`src/rtl/pwm_ch_pkg.sv`:
```
package pwm_ch_pkg;

    parameter int unsigned CTL_W    = 5;
    parameter int unsigned BIT_SEL  = 0;
    parameter int unsigned BIT_DC   = 1;
    parameter int unsigned BIT_OE   = 2;
    parameter int unsigned BIT_FLAG = 3;
    parameter int unsigned BIT_EN   = 4;

    // Packed MSB first: en is bit 4, sel is bit 0.
    typedef struct packed {
        logic en;
        logic flag;
        logic oe;
        logic dc;
        logic sel;
    } ctl_t;

endpackage

```
`src/rtl/pwm_rate_div.sv`:
```
module pwm_rate_div #(
    parameter int unsigned W = 8
) (
    input  logic         clk,
    input  logic         rst_n,
    input  logic         en_i,
    input  logic         pre_i,
    input  logic [W-1:0] reload_i,
    output logic         tick_o
);

    logic [W-1:0] cnt_d, cnt_q;

    always_comb begin
        cnt_d  = cnt_q;
        tick_o = en_i && pre_i && (cnt_q == '0);
        if (!en_i) begin
            cnt_d = reload_i;
        end else if (pre_i) begin
            if (cnt_q == '0) cnt_d = reload_i;
            else             cnt_d = cnt_q - {{(W-1){1'b0}}, 1'b1};
        end
    end

    always_ff @(posedge clk or negedge rst_n) begin
        if (!rst_n) cnt_q <= '0;
        else        cnt_q <= cnt_d;
    end

    // after a tick the count restarts from the reload value
    p_reload_after_tick_r1: assert property (@(posedge clk) disable iff (!rst_n)
        tick_o |=> (cnt_q == $past(reload_i)));

endmodule

```
`src/rtl/pwm_pulse_gen.sv`:
```
module pwm_pulse_gen #(
    parameter int unsigned W = 8
) (
    input  logic         clk,
    input  logic         rst_n,
    input  logic         tick_i,
    input  logic         load_i,
    input  logic [W-1:0] load_val_i,
    input  logic [W-1:0] cmp_i,
    output logic [W-1:0] cnt_o,
    output logic         out_o,
    output logic         wrap_o
);

    typedef struct packed {
        logic [W-1:0] cnt;
        logic         out;
    } pulse_t;

    pulse_t st_d, st_q;
    logic   adv;

    always_comb begin
        st_d   = st_q;
        adv    = tick_i && !load_i;
        wrap_o = adv && (st_q.cnt == '1);
        if (load_i)   st_d.cnt = load_val_i;
        else if (adv) st_d.cnt = st_q.cnt + {{(W-1){1'b0}}, 1'b1};

        if (cmp_i == '0)                       st_d.out = 1'b0;
        else if (wrap_o)                       st_d.out = 1'b1;
        else if (adv && (st_d.cnt == cmp_i))   st_d.out = 1'b0;
    end

    always_ff @(posedge clk or negedge rst_n) begin
        if (!rst_n) st_q <= '0;
        else        st_q <= st_d;
    end

    assign cnt_o = st_q.cnt;
    assign out_o = st_q.out;

    // a port write lands in the counter regardless of any tick
    p_load_wins_r11: assert property (@(posedge clk) disable iff (!rst_n)
        load_i |=> (st_q.cnt == $past(load_val_i)));

    // zero compare keeps the output low
    p_zero_cmp_low_r6: assert property (@(posedge clk) disable iff (!rst_n)
        (cmp_i == '0) |=> !st_q.out);

    // wrap with nonzero compare raises the output
    p_wrap_sets_r4: assert property (@(posedge clk) disable iff (!rst_n)
        (wrap_o && cmp_i != '0) |=> st_q.out);

endmodule

```
`src/rtl/pwm_channel.sv`:
```
module pwm_channel
    import pwm_ch_pkg::*;
#(
    parameter int unsigned W = 8
) (
    input  logic             clk,
    input  logic             rst_n,
    input  logic             pre_tick,
    input  logic             ctl_we,
    input  logic [CTL_W-1:0] ctl_wdata,
    output logic [CTL_W-1:0] ctl_rdata,
    input  logic             rate_we,
    input  logic [W-1:0]     rate_wdata,
    output logic [W-1:0]     rate_rdata,
    input  logic             dat_we,
    input  logic [W-1:0]     dat_wdata,
    output logic [W-1:0]     dat_rdata,
    output logic             pwm_out
);

    typedef struct packed {
        ctl_t         ctl;
        logic [W-1:0] rate;
        logic [W-1:0] cmp;
    } regs_t;

    regs_t        r_d, r_q;
    logic         tick, wrap, cnt_load, pulse_out;
    logic [W-1:0] cnt;

    always_comb begin
        r_d      = r_q;
        cnt_load = dat_we && r_q.ctl.sel;
        if (ctl_we) begin
            r_d.ctl      = ctl_t'(ctl_wdata);
            r_d.ctl.flag = r_q.ctl.flag && ctl_wdata[BIT_FLAG];
        end
        if (wrap)                    r_d.ctl.flag = 1'b1;
        if (rate_we)                 r_d.rate     = rate_wdata;
        if (dat_we && !r_q.ctl.sel)  r_d.cmp      = dat_wdata;
    end

    always_ff @(posedge clk or negedge rst_n) begin
        if (!rst_n) r_q <= '0;
        else        r_q <= r_d;
    end

    pwm_rate_div #(.W(W)) u_div (
        .clk      (clk),
        .rst_n    (rst_n),
        .en_i     (r_q.ctl.en),
        .pre_i    (pre_tick),
        .reload_i (r_q.rate),
        .tick_o   (tick)
    );

    pwm_pulse_gen #(.W(W)) u_pulse (
        .clk        (clk),
        .rst_n      (rst_n),
        .tick_i     (tick),
        .load_i     (cnt_load),
        .load_val_i (dat_wdata),
        .cmp_i      (r_q.cmp),
        .cnt_o      (cnt),
        .out_o      (pulse_out),
        .wrap_o     (wrap)
    );

    assign ctl_rdata  = r_q.ctl;
    assign rate_rdata = r_q.rate;
    assign dat_rdata  = r_q.ctl.sel ? cnt : r_q.cmp;
    assign pwm_out    = r_q.ctl.oe && (r_q.ctl.dc || pulse_out);

    // a wrap always leaves the flag set, even against a clear
    p_set_wins_r10: assert property (@(posedge clk) disable iff (!rst_n)
        wrap |=> r_q.ctl.flag);

    // without a clearing write the flag holds
    p_flag_sticky_r9: assert property (@(posedge clk) disable iff (!rst_n)
        (r_q.ctl.flag && !(ctl_we && !ctl_wdata[BIT_FLAG])) |=> r_q.ctl.flag);

endmodule

```
`config.mk`:
```
export PLATFORM = sky130hd
export DESIGN_NAME = pwm_channel
export DESIGN_NICKNAME = d
export VERILOG_FILES = /design/src/rtl/pwm_ch_pkg.sv /design/src/rtl/pwm_rate_div.sv /design/src/rtl/pwm_pulse_gen.sv /design/src/rtl/pwm_channel.sv
export SDC_FILE = /design/constraint.sdc
export NUM_CORES = 1
export LEC_CHECK = 0
export BUFFER_PORTS_ARGS = -buffer_cell sky130_fd_sc_hd__clkbuf_2
export CAP_MARGIN = 20
export CORE_AREA = 2 2 69 71
export DETAILED_ROUTE_END_ITERATION = 8
export DIE_AREA = 0 0 71 73
export HOLD_SLACK_MARGIN = 0.15
export PLACE_DENSITY_LB_ADDON = 0.12
export SKIP_CTS_REPAIR_TIMING = 1
export SLEW_MARGIN = 10
export SYNTH_ARGS = -nofsm -noshare
export SYNTH_HDL_FRONTEND = slang
export SYNTH_HIERARCHICAL = 1
export SYNTH_SLANG_ARGS = --single-unit
```
`constraint.sdc`:
```
create_clock -name clk -period 3.15 [get_ports clk]
set_input_delay 0.4725 -clock clk [delete_from_list [all_inputs] [get_ports clk]]
set_output_delay 0.4725 -clock clk [all_outputs]
set_load 0.01 [all_outputs]
```
==> flow_summary.yaml, run 1 <==
status:
  status: "finished, final reports clean"
clock_network:
  cts_made_buffers: 5
  htree_num_levels: 2
  cts_sinks: 38
  clk_path_buf_depth: 2
  cts_tree: "yes"
  worstSkewPairLatency_ns: 0.29
  cts_root_buffer: "clkbuf_8"
  clk_pin_slew_ns: 0.08
detailed_routing:
  drcViolationCount: 0
  routed_wl_mm: 4.727
  postRouteAntennaNets: 0
  wl_per_cell_um: 15.20
  dr_total_vias: 1737
  drtPass1Iterations: 4
  via_per_inst: 5.585
  drt_iter0_markers: 123
global_routing:
  grt_pass1_wl_mm: 8.066
  grt_max_degree: 39
  antenna_found_initial: 0
  grt_overflow: 0
  grt_pass1_vias: 1669
  grt_usage_pct: 19.83
layout:
  final_cell_area_mm2: 0.002601
  drive_above_1_share_pct: 38.91
  area_delta_synth_final_pct: 11.89
  antenna_cells: 0
  fill_cells: 399
  nNetsFinal: 286
  fin_cells: 311
logic_synthesis:
  yosysTopAreaCell: "dfrtp_1"
  ys.flop_type: "dfrtp_1"
  synth_edf_count: 0
  yosysWarnings: 6
  synth_top_area_share_pct: 40.90
  ys_types: 58
  syn_nets: 250
  synth_async_sr_flop_share_pct: 100.0
  synth_seq_cells: 38
  synth_area_leaders: "dfrtp_1 41%, mux2_2 9.7%, mux2_4 5.2%"
  syn_avg_cell_area_um2: 10.57
  synth_area_mm2: 0.002325
  ys_seq_area_share_pct: 40.90
  synth_cells: 220
setup_path:
  timing.rr.start: "u_div/cnt_q[5]"
  crit_end: "u_pulse/out_o"
  path_delay_family: "simple AND/OR/NAND/NOR gates"
  end_kind: "register"
  path_common_cell: "nor4_1"
  cp_slowest_cell: "nor2_1"
  path_buf_inv: 0
  path_cells: "nor4_1, nand3_1, nor2_1, and3_4, and4_2, o31ai_1, nor4_1, a41oi_1"
  r2r-end: "u_pulse/out_o"
  r2r_slack_ns: 0.51
  arrival_ns: 2.81
  start_kind: "register"
  reg2regPathDepth: 8
  crit_required_ns: 3.31
  critPathLaunch: "u_div/cnt_q[5]"
  max_stage_delay_ns: 0.48
  worst-path-stages: 8
  path_max_fanout: 6
  critPathKind: "register to register"
floorplanning:
  die_h_um: 73
  core-area_mm2: 0.004536
  dieArea_mm2: 0.005183
  core.rowCount: 25
  die_width_um: 71
  pin_count: 49
  start_util_pct: 51.26
hold_path:
  min_path_type: "primary input to async pin"
pwr:
  powerDensity_mw_per_mm2: 547.4
  vdd_drop_max_mv: 0.3495
  power_mw: 1.424
  p_leak_nw: 1.168
placement:
  hpwl_mm: 3.420
  finalWeightedCongestion: 0.8413
  dpl_cell_area_mm2: 0.002510
  portBuffers: 48
  dp.cells: 303
timing:
  fmax_mhz: 378.6
  max_slew_margin_pct: 37.29
  drv_slew: 0
  setup_tns_ns: 0
  min_period_ns: 2.641
  period_share_pct: 83.85
  setup_viol: 0
  hold_violations: 0
  final.setup_skew_ns: 0.007317
  grt_setup_unrepaired: "no"
  worst_pin_slew_ns: 0.9406
flow_run:
  cap_violations: 0
flip-flops by register name, indices dropped and copies added (netlist names):
| register | cells |
|---|---|
| rate_rdata | 8 |
| u_div/cnt_q | 8 |
| u_pulse/out_o | 1 |
| u_pulse/cnt_o | 8 |
| r_q | 8 |
| ctl_rdata | 5 |
cell usage after synthesis (3+ instances only):
master and number:
mux2_4 8, mux2_2 20, buf_4 14, ha_1 3, nand2b_1 4, a31oi_1 3, a22o_1 3, inv_1 9
dfrtp_1 38, nor2b_1 4, xnor2_1 9, nand2_1 16, a32oi_1 3, clkbuf_1 5, nor3_1 7, o21ai_0 11
nand3_1 4, nor4_1 5, nor2_1 10
per-stage QoR:
stage | hold WS (ns) | util [%] | setup slack [ns]
finish | 0.3143 | 57.35 | 0.5087
global route | 0.3990 | 57.35 | 0.3060
CTS | 0.3566 | 57.35 | 0.5642
detailed placement | 0.4664 | 55.34 | 0.5799
global placement | 0.4632 | 55.34 | 0.6116
floorplan | 0.1769 | - | 0.7895
cells by family (layout without fill, tap and decap cells):
| kind of cell | after synthesis | count (layout) | synth area share, % |
|---|---|---|---|
| AND/OR/NAND/NOR | 68 | 68 | 16.74 |
| multiplexers | 29 | 29 | 15.29 |
| AO/OA/AOI/OAI | 38 | 38 | 12.22 |
| flip-flops | 38 | 38 | 40.90 |
| buffers and inverters | 31 | 68 | 7.696 |
| adder cells (fa/ha/maj) | 3 | 3 | 1.615 |
| XOR/XNOR | 13 | 13 | 5.544 |
how the worst min path moves through the flow:
stage / end / slack [ns] / cells past startpoint
5_1_grt: u_div/cnt_q[4] / 0.40 / 1
4_1_cts: u_div/cnt_q[4] / 0.36 / 1
3_5_place_dp: ctl_rdata[3] / 0.47 / 1
2_1_floorplan: ctl_rdata[0] / 0.18 / 0
6_report: u_div/cnt_q[4] / 0.31 / 1
3_3_place_gp: ctl_rdata[3] / 0.46 / 1
metal layers:
metal	GRT usage (%)	vias to the layer above	routed length [um]
met5	0	-	0
met4	5.031	0	16
met3	4.696	2	318
met2	28.56	65	1987
met1	29.97	819	2404
li1	-	851	-
cell type report:
| type | instances | area [um2] | share of cell area [%] |
|---|---|---|---|
| multi-input cells | 151 | 1195 | 45.94 |
| clock inverters | 1 | 5.005 | 0.1924 |
| well taps | 54 | 67.56 | 2.597 |
| repair buffers | 51 | 262.8 | 10.10 |
| flip-flops and latches | 38 | 950.9 | 36.56 |
| clock buffers | 7 | 86.33 | 3.319 |
| inverters | 9 | 33.78 | 1.299 |
placed cells by master, fill, tap and decap left out, types with 3 or more instances in the layout:
master	count
ha_1	3
mux2_4	8
a32oi_1	3
nand2_1	16
mux2_2	20
nor2b_1	4
a22o_1	3
xnor2_1	9
nor3_1	7
clkbuf_2	48
dfrtp_1	38
nand2b_1	4
o21ai_0	11
a31oi_1	3
inv_1	9
buf_4	3
nand3_1	4
clkbuf_8	6
nor4_1	5
nor2_1	10
power breakdown:
part | internal [mW] | switching [mW]
registers | 0.563 | 0.113
logic | 0.210 | 0.186
clock network | 0.177 | 0.175
No activity file was read; power rests on OpenSTA's default activity.
==> inputs of run 2 (changes only) <==
clock period = 2.7 ns   (was 3.15 ns; I/O delays follow)
==> run 2 against run 1 <==
Count of clock-buffer cells in the layout is 1 lower; design area grew 0.72%; total power increased by 17%; via count shrank 0.35%; non-clock buffer count increased by 2; global-route usage rose by 0.57 points; core utilization grew 0.41 points; combinational power grew 19%; first-iteration DRC count is 60% higher; clock skew fell by 0.0021 ns; largest power group unchanged.
==> flow_summary.yaml, run 2 (synthesis results as in run 1) <==
status:
  status: "finished, final reports clean"
layout:
  fin_cells: 313
  nNetsFinal: 288
  fill_cells: 400
  drive_above_1_share_pct: 39.77
  regArea_um2: 950.9
  layout_commonest_cell: "clkbuf_2"
  area_delta_synth_final_pct: 12.70
  final_cell_mix: "48 x clkbuf_2, 38 x dfrtp_1, 20 x mux2_2"
  antenna_cells: 0
  multi_input_area_mm2: 0.001195
pwr:
  pwr-share-seq_pct: 47.2
  vdd_drop_max_mv: 0.3623
  powerDensity_mw_per_mm2: 633.3
  p_leak_nw: 1.177
  switching_power_mw: 0.5491
  switching_share_pct: 33.10
  power.share.clock_pct: 24.4
  p_comb_share_pct: 28.4
  p_int_mw: 1.110
timing:
  min_period_ns: 2.467
  drv_slew: 0
  period_share_pct: 91.37
  max_slew_margin_pct: 36.17
  final.setup_skew_ns: 0.005189
  grt_setup_unrepaired: "no"
  fmax_mhz: 405.4
  setup_viol: 0
  worst_pin_slew_ns: 0.9575
  setup_tns_ns: 0
  hold_violations: 0
detailed_routing:
  wl_per_cell_um: 15.31
  drcViolationCount: 0
  routed_wl_mm: 4.793
  drt_iter0_markers: 197
  dr_total_vias: 1731
  drtPass1Iterations: 4
  postRouteAntennaNets: 0
  via_per_inst: 5.530
floorplanning:
  die_width_um: 71
  start_util_pct: 51.26
  dieArea_mm2: 0.005183
  pin_count: 49
  die_h_um: 73
  core-area_mm2: 0.004536
  core.rowCount: 25
global_routing:
  antenna_found_initial: 0
  grt_pass1_vias: 1657
  grt_usage_pct: 20.40
  grt_overflow: 0
  grt_max_degree: 39
  grt_pass1_wl_mm: 8.217
setup_path:
  arrival_ns: 2.66
  path_cells: "inv_1, ha_1, nand3_1, nor2_1, nand4_4, xnor2_2, or3b_1, o2111ai_1, nor4_1, a41oi_1"
  crit_required_ns: 2.90
  critPathKind: "register to register"
  timing.rr.start: "u_div/cnt_q[0]"
  max_stage_delay_ns: 0.44
  crit_end: "u_pulse/out_o"
  r2r_slack_ns: 0.23
  path_max_fanout: 6
  reg2regPathDepth: 10
  end_kind: "register"
  start_kind: "register"
  critPathLaunch: "u_div/cnt_q[0]"
  cp_slowest_cell: "dfrtp_1"
  r2r-end: "u_pulse/out_o"
placement:
  hpwl_mm: 3.510
  portBuffers: 48
  finalWeightedCongestion: 0.9049
  dp.cells: 305
clock_network:
  cts_root_buffer: "clkbuf_8"
  cts_made_buffers: 5
  cts_tree: "yes"
  cts_sinks: 38
  clk_path_buf_depth: 2
  clk_pin_slew_ns: 0.08
  worstSkewPairLatency_ns: 0.28
  htree_num_levels: 2
hold_path:
  min_path_type: "primary input to async pin"
flow_run:
  cap_violations: 0
## run 2: metrics by stage
| stage | area, um2 | setup slack [ns] | hold WS [ns] | utilization, % | total power [mW] |
|---|---|---|---|---|---|
| global route | 2620 | 0.02141 | 0.3326 | 57.77 | 1.775 |
| floorplan | 2325 | 0.3395 | 0.1094 | - | 1.128 |
| detailed placement | 2525 | 0.3206 | 0.4648 | 55.67 | 1.263 |
| global placement | 2525 | 0.3570 | 0.4618 | 55.67 | 1.258 |
| CTS | 2620 | 0.2694 | 0.2932 | 57.77 | 1.678 |
| finish | 2620 | 0.2331 | 0.2555 | 57.77 | 1.659 |
## run 2: power by group through the flow
stage	combinational [mW]	sequential [mW]	clock [mW]
detailed placement	0.470	0.793	0
finish	0.471	0.784	0.404
CTS	0.473	0.782	0.423
floorplan	0.373	0.754	0
global route	0.528	0.801	0.446
global placement	0.467	0.791	0
## run 2: routing by layer
layer | up-vias | part of all wire (%) | global-route usage, %
met1 | 810 | 51 | 31.75
met3 | 4 | 6.4 | 5.801
met4 | 0 | 0.61 | 4.822
met2 | 61 | 42 | 27.83
met5 | - | 0 | 0
li1 | 856 | - | -
## run 2: cell type report
class                      instances  share of cell area, %
multi-input combinational        151                  45.61
clock buffer                       6                  3.152
timing repair buffer              53                  10.60
inverter                           9                  1.289
clock inverter                     2                 0.4776
tap                               54                  2.579
sequential                        38                  36.29
## run 2: worst min-delay path by stage
stage | endpoint | slack [ns]
6_report | u_div/cnt_q[4] | 0.26
2_1_floorplan | ctl_rdata[0] | 0.11
5_1_grt | u_div/cnt_q[4] | 0.33
3_3_place_gp | ctl_rdata[3] | 0.46
4_1_cts | u_div/cnt_q[7] | 0.29
3_5_place_dp | ctl_rdata[3] | 0.46
## run 2: worst max-delay path: cells and delay by family (launching register included)
family	cells	cell delay [ns]
flops	1	0.44
xor+xnor	1	0.17
simple gates	5	1.10
buf+inv	1	0.13
compound gates	2	0.29
fa+ha+maj	1	0.24
